## config.mk

```make
export PLATFORM = sky130hd
export DESIGN_NAME = axi_wr_engine
export DESIGN_NICKNAME = d
export VERILOG_FILES = /design/src/rtl/axi_wr_pkg.sv /design/src/rtl/axi_wr_aw_chan.sv /design/src/rtl/axi_wr_w_chan.sv /design/src/rtl/axi_wr_b_chan.sv /design/src/rtl/axi_wr_engine.sv
export SDC_FILE = /design/constraint.sdc
export NUM_CORES = 1
export LEC_CHECK = 0
export ABC_AREA = 1
export CAP_MARGIN = 20
export CORE_MARGIN = 4
export CORE_UTILIZATION = 41
export DETAILED_ROUTE_END_ITERATION = 10
export PLACE_DENSITY = 0.8
export SYNTH_ARGS = -nofsm -noshare
export SYNTH_HDL_FRONTEND = slang
export SYNTH_HIERARCHICAL = 1
export SYNTH_SLANG_ARGS = --single-unit
export TNS_END_PERCENT = 30
```

## constraint.sdc

```tcl
create_clock -name clk_i -period 2.25 [get_ports clk_i]
set_input_delay 0.45 -clock clk_i [delete_from_list [all_inputs] [get_ports clk_i]]
set_output_delay 0.45 -clock clk_i [all_outputs]
set_load 0.02 [all_outputs]
```

## src/rtl/axi_wr_pkg.sv

```systemverilog
package axi_wr_pkg;
  typedef enum logic [1:0] {
    ST_IDLE = 2'd0,
    ST_ADDR = 2'd1,
    ST_DATA = 2'd2,
    ST_RESP = 2'd3
  } wr_state_e;

  localparam int unsigned LEN_W  = 4;
  localparam int unsigned SIZE_W = 3;
  localparam int unsigned BRST_W = 2;
  localparam int unsigned RESP_W = 2;
endpackage

```

## src/rtl/axi_wr_aw_chan.sv

```systemverilog
module axi_wr_aw_chan
  import axi_wr_pkg::*;
#(
  parameter int unsigned ID_W    = 4,
  parameter int unsigned ADDR_W  = 32,
  parameter logic [3:0]  CACHE_V = 4'b0011,
  parameter logic [2:0]  PROT_V  = 3'b000
) (
  input  logic              clk_i,
  input  logic              rst_ni,
  input  logic              load_i,
  input  logic [ID_W-1:0]   id_i,
  input  logic [ADDR_W-1:0] addr_i,
  input  logic [LEN_W-1:0]  len_i,
  input  logic [SIZE_W-1:0] size_i,
  input  logic [BRST_W-1:0] burst_i,
  input  logic              awready_i,
  output logic [ID_W-1:0]   awid_o,
  output logic [ADDR_W-1:0] awaddr_o,
  output logic [LEN_W-1:0]  awlen_o,
  output logic [SIZE_W-1:0] awsize_o,
  output logic [BRST_W-1:0] awburst_o,
  output logic [3:0]        awcache_o,
  output logic [2:0]        awprot_o,
  output logic              awvalid_o,
  output logic              fire_o
);
  assign fire_o = awvalid_o & awready_i;

  // fields stay put after the handshake; the data phase reads awlen_o
  always_ff @(posedge clk_i or negedge rst_ni) begin
    if (!rst_ni) begin
      awid_o    <= '0;
      awaddr_o  <= '0;
      awlen_o   <= '0;
      awsize_o  <= '0;
      awburst_o <= '0;
      awcache_o <= '0;
      awprot_o  <= '0;
      awvalid_o <= 1'b0;
    end else if (load_i) begin
      awid_o    <= id_i;
      awaddr_o  <= addr_i;
      awlen_o   <= len_i;
      awsize_o  <= size_i;
      awburst_o <= burst_i;
      awcache_o <= CACHE_V;
      awprot_o  <= PROT_V;
      awvalid_o <= 1'b1;
    end else if (fire_o) begin
      awvalid_o <= 1'b0;
    end
  end
endmodule

```

## src/rtl/axi_wr_w_chan.sv

```systemverilog
module axi_wr_w_chan
  import axi_wr_pkg::*;
#(
  parameter int unsigned DATA_W = 32,
  localparam int unsigned STRB_W = DATA_W / 8
) (
  input  logic              clk_i,
  input  logic              rst_ni,
  input  logic              en_i,
  input  logic [LEN_W-1:0]  len_i,
  input  logic [DATA_W-1:0] feed_data_i,
  input  logic              feed_valid_i,
  input  logic              wready_i,
  output logic [DATA_W-1:0] wdata_o,
  output logic [STRB_W-1:0] wstrb_o,
  output logic              wlast_o,
  output logic              wvalid_o,
  output logic              feed_ack_o,
  output logic              last_fire_o
);
  logic [LEN_W-1:0] beat_q;
  logic             load, fire;

  // skip the cycle where ack is out: the feed head is still the old word
  assign load        = en_i & ~wvalid_o & ~feed_ack_o & feed_valid_i;
  assign fire        = wvalid_o & wready_i;
  assign last_fire_o = fire & wlast_o;

  always_ff @(posedge clk_i or negedge rst_ni) begin
    if (!rst_ni) begin
      wdata_o    <= '0;
      wstrb_o    <= '0;
      wlast_o    <= 1'b0;
      wvalid_o   <= 1'b0;
      feed_ack_o <= 1'b0;
    end else begin
      feed_ack_o <= load;
      if (load) begin
        wdata_o  <= feed_data_i;
        wstrb_o  <= '1;
        wlast_o  <= (beat_q == len_i);
        wvalid_o <= 1'b1;
      end else if (fire) begin
        wdata_o  <= '0;
        wstrb_o  <= '0;
        wlast_o  <= 1'b0;
        wvalid_o <= 1'b0;
      end
    end
  end

  always_ff @(posedge clk_i or negedge rst_ni) begin
    if (!rst_ni)               beat_q <= '0;
    else if (!en_i)            beat_q <= '0;
    else if (fire && !wlast_o) beat_q <= beat_q + 1'b1;
  end
endmodule

```

## src/rtl/axi_wr_b_chan.sv

```systemverilog
module axi_wr_b_chan
  import axi_wr_pkg::*;
(
  input  logic              clk_i,
  input  logic              rst_ni,
  input  logic              arm_i,
  input  logic              bvalid_i,
  input  logic [RESP_W-1:0] bresp_i,
  output logic              bready_o,
  output logic              done_o,
  output logic [RESP_W-1:0] resp_o,
  output logic              fire_o
);
  assign fire_o = bready_o & bvalid_i;

  always_ff @(posedge clk_i or negedge rst_ni) begin
    if (!rst_ni) begin
      bready_o <= 1'b0;
      done_o   <= 1'b0;
      resp_o   <= '0;
    end else begin
      done_o <= fire_o;
      if (arm_i)       bready_o <= 1'b1;
      else if (fire_o) bready_o <= 1'b0;
      if (fire_o)      resp_o   <= bresp_i;
    end
  end
endmodule

```

## src/rtl/axi_wr_engine.sv

```systemverilog
module axi_wr_engine
  import axi_wr_pkg::*;
#(
  parameter int unsigned ID_W    = 4,
  parameter int unsigned ADDR_W  = 32,
  parameter int unsigned DATA_W  = 32,
  parameter logic [3:0]  CACHE_V = 4'b0011,
  parameter logic [2:0]  PROT_V  = 3'b000,
  localparam int unsigned STRB_W = DATA_W / 8
) (
  input  logic              clk_i,
  input  logic              rst_ni,
  input  logic              start_i,
  input  logic [ID_W-1:0]   cmd_id_i,
  input  logic [ADDR_W-1:0] cmd_addr_i,
  input  logic [3:0]        cmd_len_i,
  input  logic [2:0]        cmd_size_i,
  input  logic [1:0]        cmd_burst_i,
  input  logic [DATA_W-1:0] feed_data_i,
  input  logic              feed_valid_i,
  output logic              feed_ack_o,
  output logic              done_o,
  output logic [1:0]        resp_o,
  output logic [ID_W-1:0]   awid_o,
  output logic [ADDR_W-1:0] awaddr_o,
  output logic [3:0]        awlen_o,
  output logic [2:0]        awsize_o,
  output logic [1:0]        awburst_o,
  output logic [3:0]        awcache_o,
  output logic              awlock_o,
  output logic [2:0]        awprot_o,
  output logic              awvalid_o,
  input  logic              awready_i,
  output logic [DATA_W-1:0] wdata_o,
  output logic [STRB_W-1:0] wstrb_o,
  output logic              wlast_o,
  output logic              wvalid_o,
  input  logic              wready_i,
  input  logic [1:0]        bresp_i,
  input  logic              bvalid_i,
  output logic              bready_o
);
  wr_state_e state_q, state_d;
  logic      load, aw_fire, w_last_fire, b_fire;

  assign load     = start_i & (state_q == ST_IDLE);
  assign awlock_o = 1'b0;

  always_comb begin
    state_d = state_q;
    unique case (state_q)
      ST_IDLE: if (start_i)     state_d = ST_ADDR;
      ST_ADDR: if (aw_fire)     state_d = ST_DATA;
      ST_DATA: if (w_last_fire) state_d = ST_RESP;
      ST_RESP: if (b_fire)      state_d = ST_IDLE;
      default:                  state_d = ST_IDLE;
    endcase
  end

  always_ff @(posedge clk_i or negedge rst_ni) begin
    if (!rst_ni) state_q <= ST_IDLE;
    else         state_q <= state_d;
  end

  axi_wr_aw_chan #(
    .ID_W(ID_W), .ADDR_W(ADDR_W), .CACHE_V(CACHE_V), .PROT_V(PROT_V)
  ) u_aw (
    .clk_i, .rst_ni,
    .load_i    (load),
    .id_i      (cmd_id_i),
    .addr_i    (cmd_addr_i),
    .len_i     (cmd_len_i),
    .size_i    (cmd_size_i),
    .burst_i   (cmd_burst_i),
    .awready_i,
    .awid_o, .awaddr_o, .awlen_o, .awsize_o, .awburst_o,
    .awcache_o, .awprot_o, .awvalid_o,
    .fire_o    (aw_fire)
  );

  axi_wr_w_chan #(.DATA_W(DATA_W)) u_w (
    .clk_i, .rst_ni,
    .en_i        (state_q == ST_DATA),
    .len_i       (awlen_o),
    .feed_data_i, .feed_valid_i, .wready_i,
    .wdata_o, .wstrb_o, .wlast_o, .wvalid_o, .feed_ack_o,
    .last_fire_o (w_last_fire)
  );

  axi_wr_b_chan u_b (
    .clk_i, .rst_ni,
    .arm_i    (w_last_fire),
    .bvalid_i, .bresp_i,
    .bready_o, .done_o, .resp_o,
    .fire_o   (b_fire)
  );
endmodule

```

==> results of run 1 <==
==> power by group through the flow <==
stage | Sequential, mW | Combinational [mW] | Clock, mW
after floorplan | 3.68 | 1.38 | 0
after global placement | 2.83 | 3.96 | 0
after detailed placement | 2.86 | 4.08 | 0
after CTS | 2.84 | 4.09 | 1.18
after global routing | 2.94 | 4.38 | 1.25
final | 2.83 | 4.03 | 1.15
==> cells in the final DEF, fill, tap and decap left out, drive strengths merged <==
master	count
dfrtp	92
nand2	275
conb	6
buf	6
nor3	1
nand3	7
ha	6
inv	26
nand4	2
o21ai	2
or2	2
clkdlybuf4s50	175
a21oi	1
clkbuf	9
nor2	9
clkinvlp	3
bufinv	1
o21bai	1
==> layout make-up <==
cell class                      instances  area share
Timing Repair Buffer                  181       0.310
Inverter                               23      0.0147
Clock buffer                            9      0.0211
Sequential cell                        92       0.392
Tap cell                              129      0.0275
Clock inverter                          7      0.0139
Multi-Input combinational cell        312       0.221
==> worst paths after layout <==
kind / startpoint / to / slack (ps)
worst max register to register: state_q[0] / u_w/wdata_o[8] / 400
min in group clk_i: u_w/wdata_o[11] / u_w/wdata_o[11] / 480
max in group asynchronous: rst_ni / u_aw/awlen_o[1] / 1490
worst max-delay path: u_w/wstrb_o[2] / wstrb_o[0] / 300
worst min-delay path: rst_ni / u_w/wdata_o[5] / 100
worst min register to register: u_w/wdata_o[11] / u_w/wdata_o[11] / 480
==> cell families after synthesis <==
kind of cell	synth area share
and+or+nand+nor	0.300
DFF	0.587
buffers and inverters	0.0852
adders and majority gates	0.0192
AOI/OAI and AO/OA	0.00575
other	0.00192
==> registers in the layout, summed over array words and instances, names as in the netlist <==
| name | cells |
|---|---|
| u_aw/awlen_o | 4 |
| u_b/bready_o | 1 |
| u_w/feed_ack_o | 1 |
| u_b/done_o | 1 |
| u_aw/awvalid_o | 1 |
| u_w/wdata_o | 32 |
| u_w/wlast_o | 1 |
| u_aw/awid_o | 4 |
| u_w/beat_q | 4 |
| u_aw/awaddr_o | 32 |
| u_aw/awburst_o | 2 |
| state_q | 2 |
| u_w/wstrb_o | 1 |
| u_aw/awsize_o | 3 |
| u_b/resp_o | 2 |
| u_aw/awcache_o | 1 |
==> metal layers <==
metal | part of all wire | GRT usage | vias to the layer above
met4 | 0.024 | 0.0592 | 0
met2 | 0.47 | 0.296 | 137
met3 | 0.099 | 0.0618 | 18
met5 | 0 | 0 | -
li1 | - | - | 1656
met1 | 0.41 | 0.219 | 1507
==> flow_summary.toml, run 1 <==
[clock_network]
clock_latency_ps = 350
ctsResizeCount = 0
root_buffer = "clkbuf_8"
cts_made_buffers = 9
clk_pin_slew_worst_paths_ps = 100
cts_hold_buf = 0
cts_tree = "yes"
clockBufferDepth = 2
cts.sinks = 92
cts_setup_buffers = 0
htree_num_levels = 3

[timing]
worst_pin_slew_ps = 762
timing.final.ws_setup_ps = 300
hold_viol = 0
setup_tns_ps = 0
rsz0062_at_grt = "false"
slew_violations = 0
clock_skew_ps = 17.2
period_share = 0.867
period_minus_slack_ps = 1950
finalSetupViolCount = 0
worst_hold_slack_ps = 100
timing.fmax_mhz = 513
relSlewSlack = 0.491

[power]
peakVddDrop_mv = 0.741
internal_power_mw = 4.73
p_per_area_nw_per_um2 = 1360
comb_power_share = 0.504
total_power_mw = 8.01
p_seq_frac = 0.353
p_sw_mw = 3.28
swShare = 0.410
leakagePower_nw = 2.95
pwr-share-clk = 0.143

[setup_path]
worstRegToRegCells = 8
critical_path_required_ps = 1800
cp-start-kind = "flop"
path_buf_inv = 1
crit_type = "flop to primary output"
crit_cells = 1
arrival_ps = 1500
path_cells = "clkdlybuf4s50_1"
cp-end-kind = "primary output"
cpMaxStageDelayCell = "clkdlybuf4s50_1"
critPathMaxFanout = 8
critical-path-top-delay-family = "buffers and inverters"
critical_path.max_stage_delay_ps = 660

[routing]
wire_per_inst_microns = 13.2
vias_per_cell = 4.41
vias = 3318
drt_iter0_markers = 96
routed_wl_microns = 9970
postRouteAntennaNets = 0
drcViolationCount = 0
dr.pass1.iters = 4

[placement]
place_congestion = 0.761
hpwlAfterDp_microns = 7450
pre_cts_slack_ps = 229
post_dp_cell_area_sq_um = 5660
port_buffers = 176
numPlacedInstances = 737

[yosys]
yosys_warnings = 6
yosys-top-cells-count = "271 x nand2_1, 92 x dfrtp_1, 22 x inv_1, 12 x buf_4"
synthArstFlopShare = 1.00
synth_cells = 449
ys_ff_latch = 92
yosysSeqAreaShare = 0.587
yosysTopAreaCell = "dfrtp_1"
synth_top_area_share = 0.587
synthTopCellsByArea = "dfrtp_1 59%, nand2_1 26%, buf_4 2.3%"
ys.flop_type = "dfrtp_1"
syn_area_per_cell_sq_um = 8.73
synth.most_common_cell = "nand2_1"
synth_edf_count = 0
netlist_area_sq_um = 3920
synth.distinct_cells = 23

[outcome]
status = "finished, final reports clean"

[die]
io_pins = 183
start_util = 0.422
dieArea_sq_um = 11200
die_y_microns = 106
rows = 35
fp.coreArea_sq_um = 9280
die_x_microns = 106

[global_route]
grt_max_degree = 49
grt_remaining_overflow = 0
grt_usage = 0.179
grt_pass1_vias = 3380
grt_pass1_wl_microns = 16300
antenna_found_initial = 0

[finish]
layout.nets = 711
drive_gt1_frac = 0.0481
syn_to_final_growth_pct = 49.8
nFillCells = 811
layoutNonFillerInstCount = 753
final_cell_area_sq_um = 5870
postLayoutCoreUtil = 0.632
num_antenna_cells = 0
multi_input_area_sq_um = 1300
seq_area_sq_um = 2300

[job]
drv_cap = 0

[min_path]
hold_path.class = "primary input to asynchronous set/reset pin"
No activity file was read; power rests on OpenSTA's default activity.
==> inputs of run 2 (changes only) <==
==> constraint.sdc (replaced) <==
create_clock -name clk_i -period 2.25 [get_ports clk_i]
set_input_delay 0.45 -clock clk_i [delete_from_list [all_inputs] [get_ports clk_i]]
set_output_delay 0.45 -clock clk_i [all_outputs]
set_load 0.1 [all_outputs]
==> run 2 against run 1 <==
Final cell count unchanged; worst hold slack better by 20 ps; count of clock-buffer cells in the layout increased by 1; highest routed layer unchanged.
==> flow_summary.toml, run 2 (synthesis results as in run 1) <==
[timing]
finalSetupViolCount = 0
relSlewSlack = 0.521
slew_violations = 0
worst_pin_slew_ps = 717
period_share = 0.816
hold_viol = 0
timing.fmax_mhz = 544
clock_skew_ps = 10.9
period_minus_slack_ps = 1840
rsz0062_at_grt = "false"
timing.final.ws_setup_ps = 413
setup_tns_ps = 0

[min_path]
hold_path.class = "primary input to asynchronous set/reset pin"

[routing]
drt_iter0_markers = 134
vias_per_cell = 4.37
dr.pass1.iters = 4
drcViolationCount = 0
wire_per_inst_microns = 12.9
routed_wl_microns = 9680
vias = 3287
postRouteAntennaNets = 0

[die]
io_pins = 183
rows = 35
die_x_microns = 106
die_y_microns = 106
fp.coreArea_sq_um = 9280
dieArea_sq_um = 11200
start_util = 0.422

[setup_path]
cp-end-kind = "flop"
arrival_ps = 2060
crit_type = "flop to flop"
critPathMaxFanout = 34
cp-start-kind = "flop"
critical_path_required_ps = 2470

[clock_network]
cts_hold_buf = 0
cts_tree = "yes"
htree_num_levels = 3
clock_latency_ps = 340
cts_made_buffers = 9
clk_pin_slew_worst_paths_ps = 90
cts_setup_buffers = 0
root_buffer = "clkbuf_8"
cts.sinks = 92
clockBufferDepth = 2
ctsResizeCount = 0

[finish]
drive_gt1_frac = 0.194
layout.nets = 711
layout_common_cells = "271 x nand2_1, 96 x buf_4, 92 x dfrtp_1, 84 x clkdlybuf4s50_1, 22 x inv_1"
multi_input_area_sq_um = 1300
mostFrequentLayoutCell = "nand2_1"
syn_to_final_growth_pct = 43.3
num_antenna_cells = 0
reg.largest.list = "u_aw/awaddr_o: 32 flops, u_w/wdata_o: 32 flops"
nFillCells = 839
seq_area_sq_um = 2300

[placement]
place_congestion = 0.699
port_buffers = 176
pre_cts_slack_ps = 410
hpwlAfterDp_microns = 7290

[outcome]
status = "finished, final reports clean"

[global_route]
grt_pass1_vias = 3223
grt_max_degree = 50
grt_pass1_wl_microns = 15900
grt_remaining_overflow = 0
grt_usage = 0.175
antenna_found_initial = 0

[job]
drv_cap = 0
==> run 2: path summary, 6_finish.rpt <==
| kind | start | to | slack (ps) | cells past startpoint |
|---|---|---|---|---|
| min in group clk_i | u_aw/awaddr_o[2] | u_aw/awaddr_o[2] | 480 | 2 |
| worst min-delay path | rst_ni | u_w/wdata_o[4] | 120 | 1 |
| worst max-delay path | state_q[0] | u_w/wdata_o[0] | 410 | 8 |
| worst min register to register | u_aw/awaddr_o[2] | u_aw/awaddr_o[2] | 480 | 2 |
| max in group asynchronous | rst_ni | u_aw/awid_o[3] | 1480 | 2 |
| worst max register to register | state_q[0] | u_w/wdata_o[0] | 410 | 8 |
==> run 2: area by class of cell <==
| type | count | share of cell area |
|---|---|---|
| flip-flops and latches | 92 | 0.410 |
| repair buffers | 181 | 0.282 |
| multi-input cells | 312 | 0.231 |
| well taps | 129 | 0.0287 |
| clock buffers | 10 | 0.0245 |
| inverters | 23 | 0.0154 |
| clock inverters | 6 | 0.00869 |
==> run 2: worst max-delay path, stage by stage, from the launching register on <==
cell and delay [ps]:
dfrtp_1 420, inv_1 110, ha_1 380, nand2_1 160, nor3_4 190, nor2_2 50
buf_4 240, nand2_1 90, nand2_1 70
==> run 2: metal layers <==
metal / GRT usage / wire length (microns) / up-vias
li1: - / - / 1657
met1: 0.219 / 3990 / 1494
met2: 0.292 / 4740 / 125
met3: 0.0557 / 842 / 11
met4: 0.0453 / 107 / 0
met5: 0 / 0 / -
==> run 2: stage by stage <==
step | cell area [sq um] | utilization | cells | hold WS, ps
floorplan | 3930 | - | 453 | 154
global placement | 5430 | 0.585 | 737 | 455
detailed placement | 5430 | 0.585 | 737 | 459
CTS | 5620 | 0.605 | 753 | 130
global route | 5620 | 0.605 | 753 | 166
finish | 5620 | 0.605 | 753 | 120
Power of run 2 is not shown: default switching activity piles up to over one toggle a cycle in this logic, so the estimate is an artifact.
==> inputs of run 3 (changes only) <==
Settings changed: CORE_UTILIZATION 41 to 37, PLACE_DENSITY 0.8 to 0.76.
Clock period 2.25 ns to 1.51 ns, I/O delays scaled along.
==> run 3 against run 2 <==
The run now ends with negative hold slack left; first-iteration DRC count rose by 32%; clock skew fell by 4.1 ps; utilization rose by 7.9 points; worst hold slack got worse by 120 ps; largest cell class is now buffers; highest routed layer unchanged.
==> flow_summary.toml, run 3 (synthesis results as in run 1) <==
[outcome]
status = "finished, violations left"
violations = "negative hold slack"

[job]
drv_cap = 0

[routing]
wl_met2_microns = 5920
routed_wl_microns = 11500
dr.pass1.iters = 5
vias = 3504
drcViolationCount = 0
vias_per_cell = 4.52
met3_wirelength_microns = 974
top_layer_used = "met4"
postRouteAntennaNets = 0
wl_met1_microns = 4440
wire_per_inst_microns = 14.9
drt_iter0_markers = 177

[clock_network]
cts_made_buffers = 9
cts_hold_buf = 0
cts.sinks = 92
clockBufferDepth = 2
clock_latency_ps = 350
htree_num_levels = 3
root_buffer = "clkbuf_8"
clk_pin_slew_worst_paths_ps = 90
cts_tree = "yes"

[timing]
worst_hold_slack_ps = -3.17
clock_skew_ps = 6.89
timing.fmax_mhz = 671
period_minus_slack_ps = 1490
period_share = 0.987
finalSetupViolCount = 0
rsz0062_at_grt = "true"
slew_violations = 0
timing.final.ws_setup_ps = 19.7
hold_viol = 5

[die]
rows = 37
start_util = 0.380
die_x_microns = 111
dieArea_sq_um = 12300
io_pins = 183
die_y_microns = 111
fp.coreArea_sq_um = 10300

[setup_path]
critical_path.max_stage_delay_ps = 400
cp-start-kind = "flop"
r2r-end = "u_w/wdata_o[7]"
critPathMaxFanout = 12
critical_path_required_ps = 1750
reg2reg_from = "state_q[0]"
crit_type = "flop to flop"
cpMaxStageDelayCell = "dfrtp_1"
arrival_ps = 1730
path_cells = "inv_2, ha_4, nand2_4, nor3_4, buf_6, nor2_4, buf_12, nand2_1, nand2_1"
cpMostUsedCell = "nand2_1"
r2r_setup_slack_ps = 20
path_buf_inv = 3
cp-end-kind = "flop"
worstRegToRegCells = 9
critical-path-top-delay-family = "buffers and inverters"

[finish]
final_cell_area_sq_um = 7060
nFillCells = 757
reg.largest.list = "u_aw/awaddr_o: 32 flops, u_w/wdata_o: 32 flops"
num_antenna_cells = 0
seq_area_sq_um = 2310
layout.nets = 726
syn_to_final_growth_pct = 80.1
layout_common_cells = "261 x nand2_1, 96 x buf_12, 85 x dfrtp_1, 84 x clkdlybuf4s50_1, 19 x inv_1"
mostFrequentLayoutCell = "nand2_1"
drive_gt1_frac = 0.244
multi_input_area_sq_um = 1360
postLayoutCoreUtil = 0.684

[global_route]
antenna_found_initial = 0
grt_max_degree = 93
grt_usage = 0.183
grt_remaining_overflow = 0
grt_pass1_wl_microns = 18300
grt_pass1_vias = 3570

[placement]
post_dp_cell_area_sq_um = 6690
hpwlAfterDp_microns = 8470
pre_cts_slack_ps = -364
port_buffers = 176
place_congestion = 0.806

[min_path]
hold_path.class = "primary input to asynchronous set/reset pin"
-- run 3: changes by cell type in the layout (fill, tap and decap cells not counted), moves of 3 or more --
cell,previous run,this run
buf_12,1,96
buf_4,96,11
dfrtp_1,92,85
dfrtp_2,0,7
inv_1,22,19
inv_2,1,4
nand2_1,271,261
nand2_2,1,10
-- run 3: how the worst max path moves through the flow --
stage / start / endpoint / slack, ps / cells past startpoint
after floorplan: state_q[0] / u_w/wdata_o[0] / 0.4 / 8
after global placement: feed_valid_i / u_w/wstrb_o[2] / -240 / 6
after detailed placement: feed_valid_i / u_w/wdata_o[1] / -360 / 6
after CTS: u_w/wstrb_o[2] / wstrb_o[0] / 30 / 2
after global routing: state_q[0] / u_w/wdata_o[7] / -80 / 9
final: state_q[0] / u_w/wdata_o[7] / 20 / 9
-- run 3: per-stage QoR --
stage | TNS (ps) | std cells | hold slack, ps
floorplan | 0 | 453 | 6.41
global placement | -7490 | 752 | 383
detailed placement | -10510 | 752 | 393
CTS | 0 | 773 | 2.41
global route | -1510 | 775 | 20.8
finish | 0 | 775 | -3.17
-- run 3: final cells by class --
cell class              count  share of cell area
clock buffers              11              0.0200
well taps                 136              0.0241
multi-input cells         313               0.192
inverters                  23              0.0122
repair buffers            195               0.412
flip-flops and latches     92               0.327
clock inverters             5              0.0121
-- run 3: repair_timing --
item	in CTS	in global routing
pin swaps	2	2
cloned	1	1
setup endpoints to repair	49	77
resized for setup	3	14
setup buffers	4	1
-- run 3: per-layer routing --
| layer | vias to the layer above | global-route usage |
|---|---|---|
| met2 | 136 | 0.320 |
| met3 | 15 | 0.0644 |
| met5 | - | 0 |
| met1 | 1657 | 0.210 |
| met4 | 0 | 0.0567 |
| li1 | 1696 | - |
-- run 3: worst reg2reg max path: stages, from the launching register on --
cell     delay [ps]
dfrtp_1         400
inv_2           100
ha_4            150
nand2_4          50
nor3_4          180
buf_6           180
nor2_4           50
buf_12          150
nand2_1          80
nand2_1          50
Power of run 3 is left out for the same reason.
